--- config.mk ---
export PLATFORM = sky130hd
export DESIGN_NAME = lpc_chan
export DESIGN_NICKNAME = d
export VERILOG_FILES = /design/src/rtl/lpc_pkg.sv /design/src/rtl/lpc_cmd_dec.sv /design/src/rtl/lpc_addr_step.sv /design/src/rtl/lpc_irq_ctl.sv /design/src/rtl/lpc_chan.sv
export SDC_FILE = /design/constraint.sdc
export NUM_CORES = 1
export LEC_CHECK = 0
export BUFFER_PORTS_ARGS = -buffer_cell sky130_fd_sc_hd__buf_2
export CORE_MARGIN = 1
export CORE_UTILIZATION = 35
export DETAILED_ROUTE_END_ITERATION = 16
export PLACE_DENSITY_LB_ADDON = 0.3
export SLEW_MARGIN = 15
export SYNTH_ARGS = -nofsm -noshare
export SYNTH_HDL_FRONTEND = slang
export SYNTH_SLANG_ARGS = --single-unit
--- constraint.sdc ---
create_clock -name clk -period 9.4 [get_ports clk]
set_input_delay 1.88 -clock clk [delete_from_list [all_inputs] [get_ports clk]]
set_output_delay 1.88 -clock clk [all_outputs]
set_load 0.01 [all_outputs]
--- src/rtl/lpc_pkg.sv ---
package lpc_pkg;

   typedef enum logic [1:0] {
      STAT_IDLE = 2'd0,
      STAT_RUN  = 2'd1,
      STAT_ERR  = 2'd2,
      STAT_DONE = 2'd3
   } chan_stat_e;

   typedef enum logic [1:0] {
      OP_NOP   = 2'd0,
      OP_START = 2'd1,
      OP_STOP  = 2'd2,
      OP_CLEAR = 2'd3
   } chan_op_e;

   // Internal sequencing phase; the three running phases share one status.
   typedef enum logic [2:0] {
      PH_IDLE = 3'd0,
      PH_XL   = 3'd1,
      PH_FILL = 3'd2,
      PH_SKIP = 3'd3,
      PH_ERR  = 3'd4,
      PH_DONE = 3'd5
   } chan_phase_e;

   function automatic logic phase_running(chan_phase_e ph);
      return (ph == PH_XL) || (ph == PH_FILL) || (ph == PH_SKIP);
   endfunction

   function automatic chan_stat_e phase_status(chan_phase_e ph);
      chan_stat_e s;
      case (ph)
         PH_XL, PH_FILL, PH_SKIP: s = STAT_RUN;
         PH_ERR:                  s = STAT_ERR;
         PH_DONE:                 s = STAT_DONE;
         default:                 s = STAT_IDLE;
      endcase
      return s;
   endfunction

endpackage

--- src/rtl/lpc_cmd_dec.sv ---
module lpc_cmd_dec
   import lpc_pkg::*;
(
   input  logic        cmd_valid,
   input  logic [1:0]  cmd_op,
   input  logic        cfg_wr,
   input  chan_phase_e phase,
   output logic        do_start,
   output logic        do_stop,
   output logic        do_clear,
   output logic        do_cfg
);

   logic is_idle;
   logic is_run;
   logic is_final;

   assign is_idle  = (phase == PH_IDLE);
   assign is_run   = phase_running(phase);
   assign is_final = (phase == PH_ERR) || (phase == PH_DONE);

   // Each command is qualified by the status in which it is legal.
   assign do_start = cmd_valid && (cmd_op == OP_START) && is_idle;
   assign do_stop  = cmd_valid && (cmd_op == OP_STOP)  && is_run;
   assign do_clear = cmd_valid && (cmd_op == OP_CLEAR) && is_final;
   assign do_cfg   = cfg_wr && is_idle;

endmodule

--- src/rtl/lpc_addr_step.sv ---
module lpc_addr_step #(
   parameter int AW        = 32,
   parameter int CW        = 16,
   parameter int SW        = 16,
   parameter int PAGE_BITS = 12
) (
   input  logic [AW-1:0] cur_addr,
   input  logic [CW-1:0] cur_left,
   input  logic [SW-1:0] stride,
   output logic [AW-1:0] nxt_addr,
   output logic [CW-1:0] nxt_left,
   output logic          page_cross,
   output logic          last_line
);

   localparam int VPW = AW - PAGE_BITS;

   logic [VPW-1:0] cur_page;
   logic [VPW-1:0] nxt_page;

   generate
      if (SW < AW) begin : g_stride_zext
         assign nxt_addr = cur_addr + {{(AW-SW){1'b0}}, stride};
      end else begin : g_stride_trunc
         assign nxt_addr = cur_addr + stride[AW-1:0];
      end
   endgenerate

   assign nxt_left   = cur_left - CW'(1);
   assign cur_page   = cur_addr[AW-1:PAGE_BITS];
   assign nxt_page   = nxt_addr[AW-1:PAGE_BITS];
   assign page_cross = (cur_page != nxt_page);
   assign last_line  = (cur_left == CW'(1));

endmodule

--- src/rtl/lpc_irq_ctl.sv ---
module lpc_irq_ctl #(
   parameter int N_DONE = 2
) (
   input  logic              clk,
   input  logic              rst_n,
   input  logic              set_done,
   input  logic              set_err,
   input  logic              done_sec,
   input  logic              err_en,
   input  logic              clr,
   output logic [N_DONE-1:0] done_lines,
   output logic              err_line
);

   // Index 0 is the secure completion line, index 1 the non-secure one.
   generate
      for (genvar g = 0; g < N_DONE; g++) begin : g_done
         logic route_here;
         assign route_here = (g == 0) ? done_sec : !done_sec;
         always_ff @(posedge clk) begin
            if (!rst_n)
               done_lines[g] <= 1'b0;
            else if (clr)
               done_lines[g] <= 1'b0;
            else if (set_done && route_here)
               done_lines[g] <= 1'b1;
         end
      end
   endgenerate

   always_ff @(posedge clk) begin
      if (!rst_n)
         err_line <= 1'b0;
      else if (clr)
         err_line <= 1'b0;
      else if (set_err && err_en)
         err_line <= 1'b1;
   end

endmodule

--- src/rtl/lpc_chan.sv ---
module lpc_chan
   import lpc_pkg::*;
#(
   parameter int AW        = 32,
   parameter int PAW       = 32,
   parameter int CW        = 16,
   parameter int SW        = 16,
   parameter int PAGE_BITS = 12,
   parameter int LINE_BITS = 6,
   parameter int WAY_W     = 3
) (
   input  logic                   clk,
   input  logic                   rst_n,
   input  logic                   cfg_wr,
   input  logic [AW-1:0]          cfg_addr,
   input  logic [CW-1:0]          cfg_lines,
   input  logic [SW-1:0]          cfg_stride,
   input  logic [WAY_W-1:0]       cfg_way,
   input  logic                   cfg_done_sec,
   input  logic                   cfg_err_irq_en,
   input  logic                   cmd_valid,
   input  logic [1:0]             cmd_op,
   output logic                   xl_req,
   output logic [AW-PAGE_BITS-1:0]  xl_vpage,
   input  logic                   xl_rsp,
   input  logic [PAW-PAGE_BITS-1:0] xl_ppage,
   input  logic                   xl_cacheable,
   input  logic                   xl_fault,
   output logic                   fill_req,
   output logic [PAW-1:0]         fill_addr,
   output logic [WAY_W-1:0]       fill_way,
   input  logic                   fill_ack,
   output logic [1:0]             chan_status,
   output logic [AW-1:0]          pos_addr,
   output logic [CW-1:0]          lines_left,
   output logic                   irq_done_sec,
   output logic                   irq_done_ns,
   output logic                   irq_err
);

   localparam int VPW = AW - PAGE_BITS;
   localparam int PPW = PAW - PAGE_BITS;
   localparam int OFW = PAGE_BITS - LINE_BITS;

   generate
      if (PAGE_BITS >= AW) begin : g_bad_aw
         $error("lpc_chan: AW must exceed PAGE_BITS");
      end
      if (PAGE_BITS >= PAW) begin : g_bad_paw
         $error("lpc_chan: PAW must exceed PAGE_BITS");
      end
      if (LINE_BITS >= PAGE_BITS) begin : g_bad_line
         $error("lpc_chan: a line must be smaller than a page");
      end
      if (CW < 1 || SW < 1 || WAY_W < 1) begin : g_bad_w
         $error("lpc_chan: counter, stride and way widths must be positive");
      end
   endgenerate

   chan_phase_e phase_q, phase_d;

   logic [AW-1:0]    addr_q;
   logic [CW-1:0]    left_q;
   logic [SW-1:0]    stride_q;
   logic [WAY_W-1:0] way_q;
   logic             sec_q;
   logic             erren_q;
   logic [PPW-1:0]   ppage_q;
   logic             cach_q;
   logic             stop_pend_q;

   logic do_start, do_stop, do_clear, do_cfg;
   logic [AW-1:0] nxt_addr;
   logic [CW-1:0] nxt_left;
   logic          page_cross;
   logic          last_line;
   logic          line_retire;
   logic          xl_take;
   logic          stop_now;
   logic          enter_done;
   logic          enter_err;
   logic [1:0]    done_lines;

   lpc_cmd_dec u_dec (
      .cmd_valid (cmd_valid),
      .cmd_op    (cmd_op),
      .cfg_wr    (cfg_wr),
      .phase     (phase_q),
      .do_start  (do_start),
      .do_stop   (do_stop),
      .do_clear  (do_clear),
      .do_cfg    (do_cfg)
   );

   lpc_addr_step #(
      .AW        (AW),
      .CW        (CW),
      .SW        (SW),
      .PAGE_BITS (PAGE_BITS)
   ) u_step (
      .cur_addr   (addr_q),
      .cur_left   (left_q),
      .stride     (stride_q),
      .nxt_addr   (nxt_addr),
      .nxt_left   (nxt_left),
      .page_cross (page_cross),
      .last_line  (last_line)
   );

   // A line retires on its fill handshake, or every cycle when skipping.
   assign line_retire = ((phase_q == PH_FILL) && fill_ack) || (phase_q == PH_SKIP);
   assign xl_take     = (phase_q == PH_XL) && xl_rsp;
   assign stop_now    = stop_pend_q || do_stop;

   always_comb begin
      phase_d = phase_q;
      unique case (phase_q)
         PH_IDLE: begin
            if (do_start)
               phase_d = (left_q == '0) ? PH_DONE : PH_XL;
         end
         PH_XL: begin
            if (xl_take) begin
               if (xl_fault)
                  phase_d = PH_ERR;
               else if (stop_now)
                  phase_d = PH_IDLE;
               else
                  phase_d = xl_cacheable ? PH_FILL : PH_SKIP;
            end
         end
         PH_FILL, PH_SKIP: begin
            if (line_retire) begin
               if (last_line)
                  phase_d = PH_DONE;
               else if (stop_now)
                  phase_d = PH_IDLE;
               else if (page_cross)
                  phase_d = PH_XL;
            end
         end
         PH_ERR, PH_DONE: begin
            if (do_clear)
               phase_d = PH_IDLE;
         end
         default: phase_d = PH_IDLE;
      endcase
   end

   assign enter_done = (phase_d == PH_DONE) && (phase_q != PH_DONE);
   assign enter_err  = (phase_d == PH_ERR)  && (phase_q != PH_ERR);

   always_ff @(posedge clk) begin
      if (!rst_n) begin
         phase_q     <= PH_IDLE;
         addr_q      <= '0;
         left_q      <= '0;
         stride_q    <= '0;
         way_q       <= '0;
         sec_q       <= 1'b0;
         erren_q     <= 1'b0;
         ppage_q     <= '0;
         cach_q      <= 1'b0;
         stop_pend_q <= 1'b0;
      end else begin
         phase_q     <= phase_d;
         stop_pend_q <= stop_now && phase_running(phase_d);
         if (do_cfg) begin
            addr_q   <= cfg_addr;
            left_q   <= cfg_lines;
            stride_q <= cfg_stride;
            way_q    <= cfg_way;
            sec_q    <= cfg_done_sec;
            erren_q  <= cfg_err_irq_en;
         end
         if (xl_take && !xl_fault) begin
            ppage_q <= xl_ppage;
            cach_q  <= xl_cacheable;
         end
         if (line_retire) begin
            addr_q <= nxt_addr;
            left_q <= nxt_left;
         end
      end
   end

   lpc_irq_ctl #(
      .N_DONE (2)
   ) u_irq (
      .clk        (clk),
      .rst_n      (rst_n),
      .set_done   (enter_done),
      .set_err    (enter_err),
      .done_sec   (sec_q),
      .err_en     (erren_q),
      .clr        (do_clear),
      .done_lines (done_lines),
      .err_line   (irq_err)
   );

   assign irq_done_sec = done_lines[0];
   assign irq_done_ns  = done_lines[1];

   assign xl_req      = (phase_q == PH_XL);
   assign xl_vpage    = addr_q[AW-1:PAGE_BITS];
   assign fill_req    = (phase_q == PH_FILL) && cach_q;
   assign fill_addr   = {ppage_q, addr_q[PAGE_BITS-1:LINE_BITS], {LINE_BITS{1'b0}}};
   assign fill_way    = way_q;
   assign chan_status = phase_status(phase_q);
   assign pos_addr    = addr_q;
   assign lines_left  = left_q;

   // VPW and OFW document the split of the address fields.
   if (VPW + OFW + LINE_BITS != AW) begin : g_bad_split
      $error("lpc_chan: address field split is inconsistent");
   end

endmodule

==> results.yml <==
detailed_routing:
  vias: 5556
  wirelength_mm: 16.0
  viasPerCell: 5.28
  drc: 0
  ant_nets: 0
  drt_iter0_markers: 428
  drt-pass1-iter-count: 5
  post_drt_wl_per_cell_microns: 15.2
critical_path:
  crit_fanout: 23
  critPathKind: "in2reg"
  worstSetupStartpointType: "input pin"
  required_ns: 9.68
  arrival_ns: 3.91
  end_kind: "register"
cts:
  cts.sinks: 97
  clk_pin_slew_ns: 0.08
  clk_path_buf_depth: 2
  cts_hold_buffers: 0
  clk_latency_ns: 0.36
  cts_buffers: 9
  cts_tree: "yes"
  cts_resized: 0
  cts-root-buf: "clkbuf_16"
  postCtsSetupBuffers: 0
  cts_htree_levels: 3
power_and_ir_drop:
  ir_drop_mv: 0.0859
  p_per_area_nw_per_um2: 163
  p_leak_nw: 3.03
placed_design:
  io_buffers: 202
  gp_congestion: 0.821
  pre_cts_slack_ns: 5.41
  placed_cell_area_sq_um: 6340
  dp_hpwl_mm: 11.3
finish:
  fin_util_pct: 43.7
  design_area_sq_um: 6620
  syn2layout_area_growth_pct: 22.0
  fin_nets: 976
  layout-drive-gt1-share_pct: 27.8
logic_synthesis:
  synth_area_sq_um: 5430
  ys_ff_latch: 97
  synthTopCellsByArea: "dfxtp_1 36%, nand2_1 10%, a21oi_1 8.4%"
  netlist.area_leader.share_pct: 35.8
  synth_edf_count: 0
  synthFlopType: "dfxtp_1"
  syn_area_per_cell_sq_um: 7.66
  synth_cell_types: 68
  yosysTopAreaCell: "dfxtp_1"
  yosysMostFrequentCell: "nand2_1"
  ys_top_cells_by_count: "145 x nand2_1, 97 x dfxtp_1, 91 x a21oi_1, 55 x nor2_1, 36 x clkbuf_1"
  synthCells: 709
  yosys_warnings: 0
  yosysSeqAreaShare_pct: 35.8
  async_reset_ff_share_pct: 0
global_route:
  antenna_found_initial: 2
  grt_pass1_wl_mm: 25.6
  grt.total_usage_pct: 19.8
  grt_pass1_vias: 5025
  grt_max_degree: 63
  grt_overflow: 0
die:
  fp.dieArea_sq_um: 16000
  core_sq_um: 15100
  num_rows: 45
  num_io_pins: 209
  start_util_pct: 35.9
  floorplan.die.height_microns: 127
  die_w_microns: 127
timing:
  tns_ns: 0
  skew_ns: 0.0101
  maxSlewViolCount: 0
  worstMarginPinSlew_ns: 1.07
  hold_ws_ns: 0.455
  rsz0062_at_grt: "false"
  max_freq_mhz: 276
  fin_ws_ns: 5.77
  hold_viol_final: 0
  setup-violations-final: 0
  maxSlewHeadroom_pct: 28.8
  finalCritPeriodShare_pct: 38.6
  fin_crit_ns: 3.63
run:
  cap_violations: 0
status:
  outcome: "complete, no violations"
min_path:
  hold_path.class: "reg2reg"
per-layer routing:
metal / global-route usage (%) / vias to the layer above / wire length [microns]
li1: - / 2791 / -
met1: 26.7 / 2562 / 7540
met2: 30.7 / 180 / 7120
met3: 4.56 / 21 / 1070
met4: 7.80 / 2 / 271
met5: 0 / - / 13
registers in the layout, indices dropped and copies added, names as in the netlist:
| register | flops |
|---|---|
| cach_q | 1 |
| u_irq.done_lines | 2 |
| sec_q | 1 |
| lines_left | 16 |
| erren_q | 1 |
| pos_addr | 32 |
| phase_q | 3 |
| ppage_q | 20 |
| u_irq.err_line | 1 |
| stride_q | 16 |
| fill_way | 3 |
| stop_pend_q | 1 |
cell families (layout without fill, tap and decap cells):
logic type                 after synthesis  in the layout  share of synthesized area [%]
muxes                                    1              1                          0.184
adders and majority gates               19             19                           4.52
other                                    1              7                         0.0691
and+or+nand+nor                        275            275                           22.9
DFF                                     97             97                           35.8
xor gates and xnor gates                22             22                           3.55
AOI/OAI and AO/OA                      213            213                           25.1
buffers and inverters                   81            230                           7.90
worst paths after layout:
kind,from,endpoint,slack (ns),cells after the start
max,fill_ack,pos_addr[31]$_SDFFE_PN0P_,5.77,5
min,ppage_q[11]$_SDFFE_PN0P_,ppage_q[11]$_SDFFE_PN0P_,0.46,2
max reg2reg,pos_addr[0]$_SDFFE_PN0P_,stop_pend_q$_SDFF_PN0_,5.98,10
min reg2reg,ppage_q[11]$_SDFFE_PN0P_,ppage_q[11]$_SDFFE_PN0P_,0.46,2
worst max-delay path, stage by stage:
cell and delay [ns]:
buf_2 0.12, o21a_1 0.51, nor2_2 0.97, o21ai_0 0.22, a31oi_1 0.19
layout make-up:
cell class,instances,area (sq um)
fill,1583,8520
multi-input combinational,536,3100
sequential,97,1940
timing repair buffer,206,1040
tap,188,235
clock buffer,10,229
clock inverter,6,48.8
inverter,8,30.0
antenna,1,2.50
power by group:
part / switching [mW] / internal [mW]
clock network: 0.174 / 0.184
registers: 0.0339 / 0.440
logic: 0.150 / 0.100
placed cells by master (no fill, tap or decap), types with 10 or more instances in the layout:
cell type,synthesis,final
o21ai_0,32,32
ha_1,18,18
dfxtp_1,97,97
buf_2,1,202
nand2_1,145,144
a31oi_1,14,14
a311oi_1,11,11
a21oi_1,91,91
nor2_1,55,54
xnor2_1,12,12
nand3_1,10,10
xor2_1,10,10
metrics by stage:
stage                     cells  total power, mW
final                      1052             1.08
after global routing       1052             1.14
after CTS                  1051             1.09
after detailed placement   1035            0.733
after global placement     1035            0.731
after floorplan             714            0.651
No activity file was read; power rests on OpenSTA's default activity.
